`src/rtl/rtc_spi_pkg.sv`:
```
`timescale 1ns/1ps
package rtc_spi_pkg;
  localparam int ADDR_W     = 4;
  localparam int DATA_W     = 8;
  localparam int CMD_VALID  = 4;  // access-marker bit in the command byte
  localparam int CMD_READ   = 7;  // read/write select bit
  typedef enum logic [1:0] {PH_CMD, PH_WR, PH_RD, PH_SKIP} phase_t;
endpackage

```
`src/rtl/rtc_spi_sync.sv`:
```
`timescale 1ns/1ps
module rtc_spi_sync #(
  parameter int N      = 3,
  parameter int STAGES = 2
) (
  input  logic         clk,
  input  logic         rst,
  input  logic [N-1:0] din,
  output logic [N-1:0] dout
);
  for (genvar b = 0; b < N; b++) begin : g_bit
    logic [STAGES-1:0] chain;
    always_ff @(posedge clk) begin
      if (rst) chain <= '0;
      else     chain <= {chain[STAGES-2:0], din[b]};
    end
    assign dout[b] = chain[STAGES-1];
  end
endmodule

```
`src/rtl/rtc_spi_shifter.sv`:
```
`timescale 1ns/1ps
module rtc_spi_shifter #(
  parameter int W = 8
) (
  input  logic         clk,
  input  logic         rst,
  input  logic         cs_lvl,
  input  logic         sck_lvl,
  input  logic         mosi_lvl,
  input  logic         tx_load,
  input  logic [W-1:0] tx_data,
  output logic         byte_done,
  output logic [W-1:0] rx_byte,
  output logic         miso
);
  localparam int CNT_W = $clog2(W);
  localparam logic [CNT_W-1:0] LAST = CNT_W'(W - 1);

  logic             sck_q;
  logic [CNT_W-1:0] cnt;
  logic [W-1:0]     rx_sh, tx_sh;
  logic             sck_rise, sck_fall;

  assign sck_rise = sck_lvl & ~sck_q;
  assign sck_fall = ~sck_lvl & sck_q;

  always_ff @(posedge clk) begin
    if (rst) sck_q <= 1'b0;
    else     sck_q <= sck_lvl;
  end

  always_ff @(posedge clk) begin
    if (rst || !cs_lvl) begin
      cnt       <= '0;
      rx_sh     <= '0;
      byte_done <= 1'b0;
      rx_byte   <= '0;
    end else begin
      byte_done <= 1'b0;
      if (sck_rise) begin
        rx_sh <= {rx_sh[W-2:0], mosi_lvl};
        if (cnt == LAST) begin
          cnt       <= '0;
          byte_done <= 1'b1;
          rx_byte   <= {rx_sh[W-2:0], mosi_lvl};
        end else begin
          cnt <= cnt + 1'b1;
        end
      end
    end
  end

  always_ff @(posedge clk) begin
    if (rst || !cs_lvl) begin
      tx_sh <= '0;
      miso  <= 1'b0;
    end else if (tx_load) begin
      tx_sh <= tx_data;
    end else if (sck_fall) begin
      miso  <= tx_sh[W-1];
      tx_sh <= {tx_sh[W-2:0], 1'b0};
    end
  end
endmodule

```
`src/rtl/rtc_spi_ctrl.sv`:
```
`timescale 1ns/1ps
module rtc_spi_ctrl
  import rtc_spi_pkg::*;
(
  input  logic              clk,
  input  logic              rst,
  input  logic              cs_lvl,
  input  logic              byte_done,
  input  logic [DATA_W-1:0] rx_byte,
  output phase_t            phase,
  output logic [ADDR_W-1:0] reg_addr,
  output logic [DATA_W-1:0] reg_wdata,
  output logic              reg_we,
  output logic              reg_re,
  output logic              tx_load
);
  logic [ADDR_W-1:0] ptr;

  always_ff @(posedge clk) begin
    if (rst) begin
      reg_addr  <= '0;
      reg_wdata <= '0;
    end else if (cs_lvl && byte_done) begin
      if (phase == PH_CMD) reg_addr <= rx_byte[ADDR_W-1:0];
      else if (phase != PH_SKIP) reg_addr <= ptr;
      if (phase == PH_WR) reg_wdata <= rx_byte;
    end
  end

  always_ff @(posedge clk) begin
    if (rst || !cs_lvl) begin
      phase   <= PH_CMD;
      ptr     <= '0;
      reg_we  <= 1'b0;
      reg_re  <= 1'b0;
      tx_load <= 1'b0;
    end else begin
      reg_we  <= 1'b0;
      reg_re  <= 1'b0;
      tx_load <= reg_re;
      if (byte_done) begin
        unique case (phase)
          PH_CMD: begin
            if (!rx_byte[CMD_VALID]) begin
              phase <= PH_SKIP;
            end else if (rx_byte[CMD_READ]) begin
              phase  <= PH_RD;
              reg_re <= 1'b1;
              ptr    <= rx_byte[ADDR_W-1:0] + 1'b1;
            end else begin
              phase <= PH_WR;
              ptr   <= rx_byte[ADDR_W-1:0];
            end
          end
          PH_WR: begin
            reg_we <= 1'b1;
            ptr    <= ptr + 1'b1;
          end
          PH_RD: begin
            reg_re <= 1'b1;
            ptr    <= ptr + 1'b1;
          end
          default: ;
        endcase
      end
    end
  end
endmodule

```
`src/rtl/rtc_spi_target.sv`:
```
`timescale 1ns/1ps
module rtc_spi_target
  import rtc_spi_pkg::*;
#(
  parameter int SYNC_STAGES = 2
) (
  input  logic              clk,
  input  logic              rst,
  input  logic              spi_sck,
  input  logic              spi_cs,
  input  logic              spi_mosi,
  output logic              spi_miso,
  output logic [ADDR_W-1:0] reg_addr,
  output logic [DATA_W-1:0] reg_wdata,
  output logic              reg_we,
  output logic              reg_re,
  input  logic [DATA_W-1:0] reg_rdata
);
  logic [2:0]        pins_lvl;
  logic              cs_lvl, sck_lvl, mosi_lvl;
  logic              byte_done, tx_load;
  logic [DATA_W-1:0] rx_byte;
  phase_t            phase;

  rtc_spi_sync #(.N(3), .STAGES(SYNC_STAGES)) u_sync (
    .clk  (clk),
    .rst  (rst),
    .din  ({spi_cs, spi_sck, spi_mosi}),
    .dout (pins_lvl)
  );
  assign {cs_lvl, sck_lvl, mosi_lvl} = pins_lvl;

  rtc_spi_shifter #(.W(DATA_W)) u_shift (
    .clk       (clk),
    .rst       (rst),
    .cs_lvl    (cs_lvl),
    .sck_lvl   (sck_lvl),
    .mosi_lvl  (mosi_lvl),
    .tx_load   (tx_load),
    .tx_data   (reg_rdata),
    .byte_done (byte_done),
    .rx_byte   (rx_byte),
    .miso      (spi_miso)
  );

  rtc_spi_ctrl u_ctrl (
    .clk       (clk),
    .rst       (rst),
    .cs_lvl    (cs_lvl),
    .byte_done (byte_done),
    .rx_byte   (rx_byte),
    .phase     (phase),
    .reg_addr  (reg_addr),
    .reg_wdata (reg_wdata),
    .reg_we    (reg_we),
    .reg_re    (reg_re),
    .tx_load   (tx_load)
  );
endmodule

```
`config.mk`:
```
export PLATFORM = sky130hd
export DESIGN_NAME = rtc_spi_target
export DESIGN_NICKNAME = d
export VERILOG_FILES = /design/src/rtl/rtc_spi_pkg.sv /design/src/rtl/rtc_spi_sync.sv /design/src/rtl/rtc_spi_shifter.sv /design/src/rtl/rtc_spi_ctrl.sv /design/src/rtl/rtc_spi_target.sv
export SDC_FILE = /design/constraint.sdc
export NUM_CORES = 1
export LEC_CHECK = 0
export ABC_AREA = 0
export BUFFER_PORTS_ARGS = -buffer_cell sky130_fd_sc_hd__buf_2
export CAP_MARGIN = 10
export CORE_UTILIZATION = 57
export CTS_CLUSTER_DIAMETER = 40
export DETAILED_ROUTE_END_ITERATION = 10
export GPL_ROUTABILITY_DRIVEN = 0
export PLACE_DENSITY = 0.89
export SYNTH_ARGS = -nofsm -noshare
export SYNTH_HDL_FRONTEND = slang
export SYNTH_SLANG_ARGS = --single-unit
```
`constraint.sdc`:
```
create_clock -name clk -period 2 [get_ports clk]
set_input_delay 0.1 -clock clk [delete_from_list [all_inputs] [get_ports clk]]
set_output_delay 0.1 -clock clk [all_outputs]
set_load 0.05 [all_outputs]
```
==> flow_summary.yaml, run 1 <==
run_status:
  outcome: "complete, no violations"
routing:
  detail_route.first_pass.iterations: 4
  antenna_violating_nets_left: 0
  remaining_drc_errors: 0
  num_vias: 1810
  vias_per_cell: 5.45
  routed_wire_length_per_instance_um: 13.1
  initialDrtViolationCount: 61
  routed_wl_mm: 4.33
timing:
  rsz0062_at_grt: "no"
  tns_ns: 0
  post-route-period-util: 0.850
  setup_violations: 0
  finalMaxSlewViolations: 0
  measured_slew_at_the_worst_slew_check_pin_ns: 0.480
  slew_headroom: 0.679
  timing.final.hold_violations: 0
  worst_hold_slack_ns: 0.0301
  fin_skew_ns: 0.0101
  layout_min_cycle_time_ns: 1.70
  clock.fmax_mhz: 588
setup_path:
  critPathMaxFanout: 8
  worstSetupStartpointType: "flip-flop"
  critical_path.endpoint_type: "flip-flop"
  critical_path_required_ns: 2.20
  worst_ep_arrival_time_ns: 1.90
  worstSetupPathType: "reg2reg"
power_and_ir_drop:
  power.ir.vdd_worst_v: 0.000641
  power-per-cell-area_mw_per_mm2: 735
  leakage_nw: 1.02
  fin_total_pwr_mw: 1.92
synth:
  yosys_register_bits: 56
  postSynth.asyncResetShare: 0
  post_synth_and_or_nand_nor_area_fraction: 0.211
  synth.top_cells.by_area: "dfxtp_1 (49%), nand2_1 (8.1%), a21oi_1 (6.7%)"
  synthAdderAreaFrac: 0.0434
  mappedNetlistArea_mm2: 0.00231
  synth_area_leader_cell: "dfxtp_1"
  synth_xor_xnor_area_share: 0.0114
  post-synth-top-area-fraction: 0.486
  synth_enable_flop_cells: 0
  post_synthesis_compound_gate_area_fraction: 0.100
  largest_family_of_logic_cells_by_synthesized_area: "simple AND/OR/NAND/NOR gates"
  synth.yosys.seq_area_share: 0.486
  ys.warnings.count: 0
  synth_nets: 278
  synthMuxAreaShare: 0.106
  syn_avg_cell_area_um2: 8.98
  synthCells: 257
  synth_cell_type_count: 35
  postSynth.topFlopCell: "dfxtp_1"
global_routing:
  grt_antenna_before_repair: 0
  globalRouteOverflowTotal: 0
  grt_util_met2: 0.378
  use_met3: 0.0590
  grt_max_degree: 29
  wire_length_of_the_first_global_routing_pass_mm: 7.04
  track_usage: 0.218
  grtUsageMet1: 0.255
  grt.busiest_layer: "met2"
  vias_in_the_first_global_route: 1613
cts:
  ctsHtreeMaxLevel: 2
  worst_setup_hold_path_clk_slew_ns: 0.09
  cts_root_buffer: "clkbuf_8"
  cts.sink_count: 56
  number_of_clock_buffers_inserted_by_tritoncts: 5
  worst_skew_pair.late_latency_ns: 0.31
  cts-root-to-sink-buffers: 2
  cts_tree: "built"
  postCtsSetupBuffers: 0
die:
  placement_rows: 22
  die_width_um: 65.6
  start_util: 0.612
  die_area_mm2: 0.00431
  core_mm2: 0.00377
  die_outline_height_um: 65.6
  top_level_ports: 28
place:
  detailed_place_hpwl_mm: 2.92
  port_buffers: 27
  post-place-cells: 321
cells_and_area:
  post-route-util: 0.691
  drive_above_1_share: 0.176
  count_of_placed_standard_cells_in_the_final_layout_fillers_left_out: 332
  antenna_cells_inserted: 0
  filler_cell_count: 288
  final_nets: 304
  multi_input_area_mm2: 0.00109
  flow.area_growth_from_synthesis_pct: 13.0
  regArea_mm2: 0.00112
worst_hold_path:
  min_path_type: "in2reg"
flow_run:
  max_cap_viol_count: 0
[worst max-delay path, cell delays in order (launching register included)]
cell	delay (ns)
dfxtp_1	0.40
inv_1	0.09
ha_1	0.31
mux2_4	0.29
nand2_4	0.12
nor4_1	0.06
a311o_1	0.32
[kinds of logic after synthesis]
group | after synthesis
AO/OA/AOI/OAI | 41
XOR/XNOR | 3
adder cells (fa/ha/maj) | 8
buffers and inverters | 20
flip-flops | 56
multiplexers | 23
AND/OR/NAND/NOR | 106
[routing by layer]
layer	share of wire	wire length, um
met3	0.033	145
met2	0.51	2200
met4	0.0099	43
met1	0.45	1940
met5	0	0
[layout make-up]
class,instances,area share
clock inverters,3,0.0178
multi-input cells,181,0.418
flip-flops and latches,56,0.430
clock buffers,5,0.0264
inverters,3,0.00432
repair buffers,36,0.0807
well taps,48,0.0230
[synthesized netlist by cell type, types with 2 or more instances]
cell      count
buf_2         4
nor2b_1      10
xor2_1        2
nor4_1        2
nand2b_1      4
clkbuf_1     11
nand2_1      50
inv_1         3
mux2i_1      15
a21oi_1      31
nor2_1       19
a211oi_1      4
dfxtp_1      56
ha_1          8
nand3_1      10
mux2_2        7
nor3_1        3
[power by group]
group	switching, mW	internal, mW
Clock	0.365	0.380
Combinational	0.0264	0.0219
Sequential	0.00322	1.12
[cells in the final DEF, fill, tap and decap left out, types with 5 or more instances in the layout]
cell type,count
a21oi_1,31
buf_2,27
buf_4,6
clkbuf_8,5
dfxtp_1,56
ha_1,8
mux2_2,7
mux2i_1,15
nand2_1,50
nand3_1,10
nor2_1,19
nor2b_1,10
[per-stage QoR]
stage          cell area (um^2)  worst slack, ns
2_1_floorplan              2310            0.364
3_3_place_gp               2460            0.390
3_5_place_dp               2460            0.320
4_1_cts                    2600            0.306
5_1_grt                    2610            0.216
6_report                   2610            0.300
[path summary, 6_finish.rpt]
path | end | slack, ns | start | depth (start not counted)
min reg2reg | u_sync.g_bit[1].chain[1] | 0.44 | u_sync.g_bit[1].chain[0] | 1
min | u_shift.tx_sh[6] | 0.03 | reg_rdata[6] | 3
max reg2reg | u_ctrl.ptr[3] | 0.30 | u_ctrl.phase[0] | 6
max | u_ctrl.ptr[3] | 0.30 | u_ctrl.phase[0] | 6
[state kept, by name (all words and copies together), names as in the netlist, 2 cells and up]
signal and flops:
u_shift.tx_sh 8, u_sync.g_bit.chain 6, u_shift.cnt 3, u_shift.rx_byte 8, u_ctrl.ptr 4, u_ctrl.reg_wdata 8, u_ctrl.reg_addr 4, u_shift.rx_sh 7
u_ctrl.phase 2
[what timing repair did]
item | 4_1_cts | 5_1_grt
hold buffers | 2 | 1
hold endpoints to repair | 2 | 1
gates resized for setup | 0 | 0
(Power assumes the default switching activity.)
==> run 2: changes to the inputs <==
--- a/config.mk
+++ b/config.mk
@@ -8,11 +8,12 @@
 export ABC_AREA = 0
 export BUFFER_PORTS_ARGS = -buffer_cell sky130_fd_sc_hd__buf_2
 export CAP_MARGIN = 10
-export CORE_UTILIZATION = 57
+export CORE_MARGIN = 8
+export CORE_UTILIZATION = 34
 export CTS_CLUSTER_DIAMETER = 40
 export DETAILED_ROUTE_END_ITERATION = 10
 export GPL_ROUTABILITY_DRIVEN = 0
-export PLACE_DENSITY = 0.89
+export PLACE_DENSITY = 0.62
 export SYNTH_ARGS = -nofsm -noshare
 export SYNTH_HDL_FRONTEND = slang
 export SYNTH_SLANG_ARGS = --single-unit
==> run 2 against run 1 <==
Effect of this change:
- clock-buffer cell count is the same
- sequential power about the same
- hold slack worse by 0.0093 ns
- clock skew increased by 0.0024 ns
- register-to-register slack better by 0.04 ns
- cell count increased by 9.6%
- power fell by 5.0%
- sequential share of layout area decreased by 0.35 points
- flip-flop and latch count unchanged
- design area grew 0.82%
==> flow_summary.yaml, run 2 (synthesis gave the netlist of run 1 again) <==
run_status:
  outcome: "complete, no violations"
cts:
  cts-root-to-sink-buffers: 2
  worst_skew_pair.late_latency_ns: 0.31
  number_of_clock_buffers_inserted_by_tritoncts: 5
  cts_tree: "built"
  postCtsSetupBuffers: 0
  worst_setup_hold_path_clk_slew_ns: 0.11
  ctsHtreeMaxLevel: 2
  cts.sink_count: 56
  cts_root_buffer: "clkbuf_8"
global_routing:
  vias_in_the_first_global_route: 1605
  grt_max_degree: 23
  grt_util_met2: 0.154
  use_met3: 0.0341
  globalRouteOverflowTotal: 0
  grt_antenna_before_repair: 0
  wire_length_of_the_first_global_routing_pass_mm: 7.43
  grtUsageMet1: 0.108
  grt.busiest_layer: "met2"
  track_usage: 0.0927
die:
  core_mm2: 0.00668
  placement_rows: 30
  start_util: 0.345
  die_area_mm2: 0.00968
  die_width_um: 98.4
  die_outline_height_um: 98.4
  top_level_ports: 28
setup_path:
  cp.depth: 6
  worst_ep_arrival_time_ns: 1.87
  rr_startpoint: "u_ctrl.phase[0]"
  slowest_delay_ns: 0.40
  timing.critical_path.to: "u_ctrl.ptr[3]"
  crit_path_top_delay_cell: "dfxtp_1"
  reg2reg_depth: 6
  critical_path_buf_inv_count: 1
  worstSetupPathType: "reg2reg"
  worstSetupStartpoint: "u_ctrl.phase[0]"
  critical_path.cell_chain: "inv_1 > ha_1 > mux2_4 > nand2_4 > nor4_1 > a311o_1"
  critPathMaxFanout: 8
  cpLargestDelayFamily: "flip-flops"
  critical_path_required_ns: 2.21
  critical_path.endpoint_type: "flip-flop"
  rr_endpoint: "u_ctrl.ptr[3]"
  worstSetupStartpointType: "flip-flop"
  worst-r2r-setup-slack_ns: 0.34
timing:
  rsz0062_at_grt: "no"
  timing.final.hold_violations: 0
  tns_ns: 0
  finalMaxSlewViolations: 0
  slew_headroom: 0.663
  measured_slew_at_the_worst_slew_check_pin_ns: 0.504
  layout_min_cycle_time_ns: 1.66
  clock.fmax_mhz: 604
  worst_hold_slack_ns: 0.0208
  post-route-period-util: 0.828
  setup_violations: 0
  fin_skew_ns: 0.0125
cells_and_area:
  most_common_cell_after_layout_fill_and_taps_aside: "dfxtp_1"
  most_frequent_cells_in_the_layout: "dfxtp_1 (56), nand2_1 (50), a21oi_1 (31)"
  largest_registers: "u_ctrl.reg_wdata: 8 flops, u_shift.rx_byte: 8 flops, u_shift.tx_sh: 8 flops"
  antenna_cells_inserted: 0
  final_nets: 304
  flow.area_growth_from_synthesis_pct: 13.9
  drive_above_1_share: 0.176
  filler_cell_count: 686
routing:
  routed_wire_length_per_instance_um: 12.0
  detail_route.first_pass.iterations: 4
  num_vias: 1731
  initialDrtViolationCount: 65
  antenna_violating_nets_left: 0
  routed_wl_mm: 4.36
  remaining_drc_errors: 0
  vias_per_cell: 4.76
power_and_ir_drop:
  power.ir.vdd_worst_v: 0.000343
  power-per-cell-area_mw_per_mm2: 693
  leakage_nw: 1.00
worst_hold_path:
  min_path_type: "in2reg"
place:
  port_buffers: 27
  detailed_place_hpwl_mm: 3.09
flow_run:
  max_cap_viol_count: 0
-- run 2: changes by cell type in the layout (fill, tap and decap cells not counted) --
cell | before | now
bufinv_16 | 1 | 0
clkinvlp_4 | 0 | 1
clkinv_2 | 1 | 0
clkinv_4 | 0 | 1
-- run 2: power by group --
part	internal (mW)	switching [mW]	total, mW
clock network	0.258	0.392	0.650
registers	1.12	0.00292	1.12
logic	0.0213	0.0260	0.0473
-- run 2: cell type report --
cell class / instances / area (um^2) / area share
multi-input combinational: 181 / 1090 / 0.414
inverter: 3 / 11.3 / 0.00429
sequential: 56 / 1120 / 0.427
clock inverter: 3 / 27.5 / 0.0105
tap: 80 / 100 / 0.0381
clock buffer: 5 / 68.8 / 0.0262
timing repair buffer: 36 / 210 / 0.0800
-- run 2: layer usage --
metal	share of wire	vias to the layer above	wire length, um
met3	0.056	4	243
li1	-	919	-
met2	0.46	29	2020
met1	0.47	779	2060
met5	0	-	0
met4	0.0073	0	32
-- run 2: worst min path at each step --
stage / startpoint / end / slack, ns / cells past startpoint
after floorplan: spi_mosi / u_sync.g_bit[0].chain[0] / 0.23 / 1
after global routing: reg_rdata[3] / u_shift.tx_sh[3] / 0.02 / 3
after CTS: reg_rdata[3] / u_shift.tx_sh[3] / 0.02 / 3
final: reg_rdata[1] / u_shift.tx_sh[1] / 0.02 / 3
after global placement: spi_sck / u_sync.g_bit[1].chain[0] / 0.31 / 2
after detailed placement: spi_sck / u_sync.g_bit[1].chain[0] / 0.31 / 2
-- run 2: tightest hold or removal path: stages --
cell,delay (ns)
buf_2,0.07
mux2i_1,0.05
nor2_1,0.07
-- run 2: what timing repair did --
item	4_1_cts	5_1_grt
hold endpoints to repair	3	0
hold buffers	3	0
resized for setup	0	0
endpoints found under the setup margin	0	0
-- run 2: per-stage QoR --
stage | instance area, um^2 | instances | power [mW] | setup WS, ns | util
after floorplan | 2310 | 257 | 1.17 | 0.364 | -
after global placement | 2500 | 353 | 1.19 | 0.393 | 0.374
after detailed placement | 2500 | 353 | 1.19 | 0.355 | 0.374
after CTS | 2630 | 364 | 1.85 | 0.333 | 0.393
after global routing | 2630 | 364 | 1.90 | 0.258 | 0.393
final | 2630 | 364 | 1.82 | 0.344 | 0.393
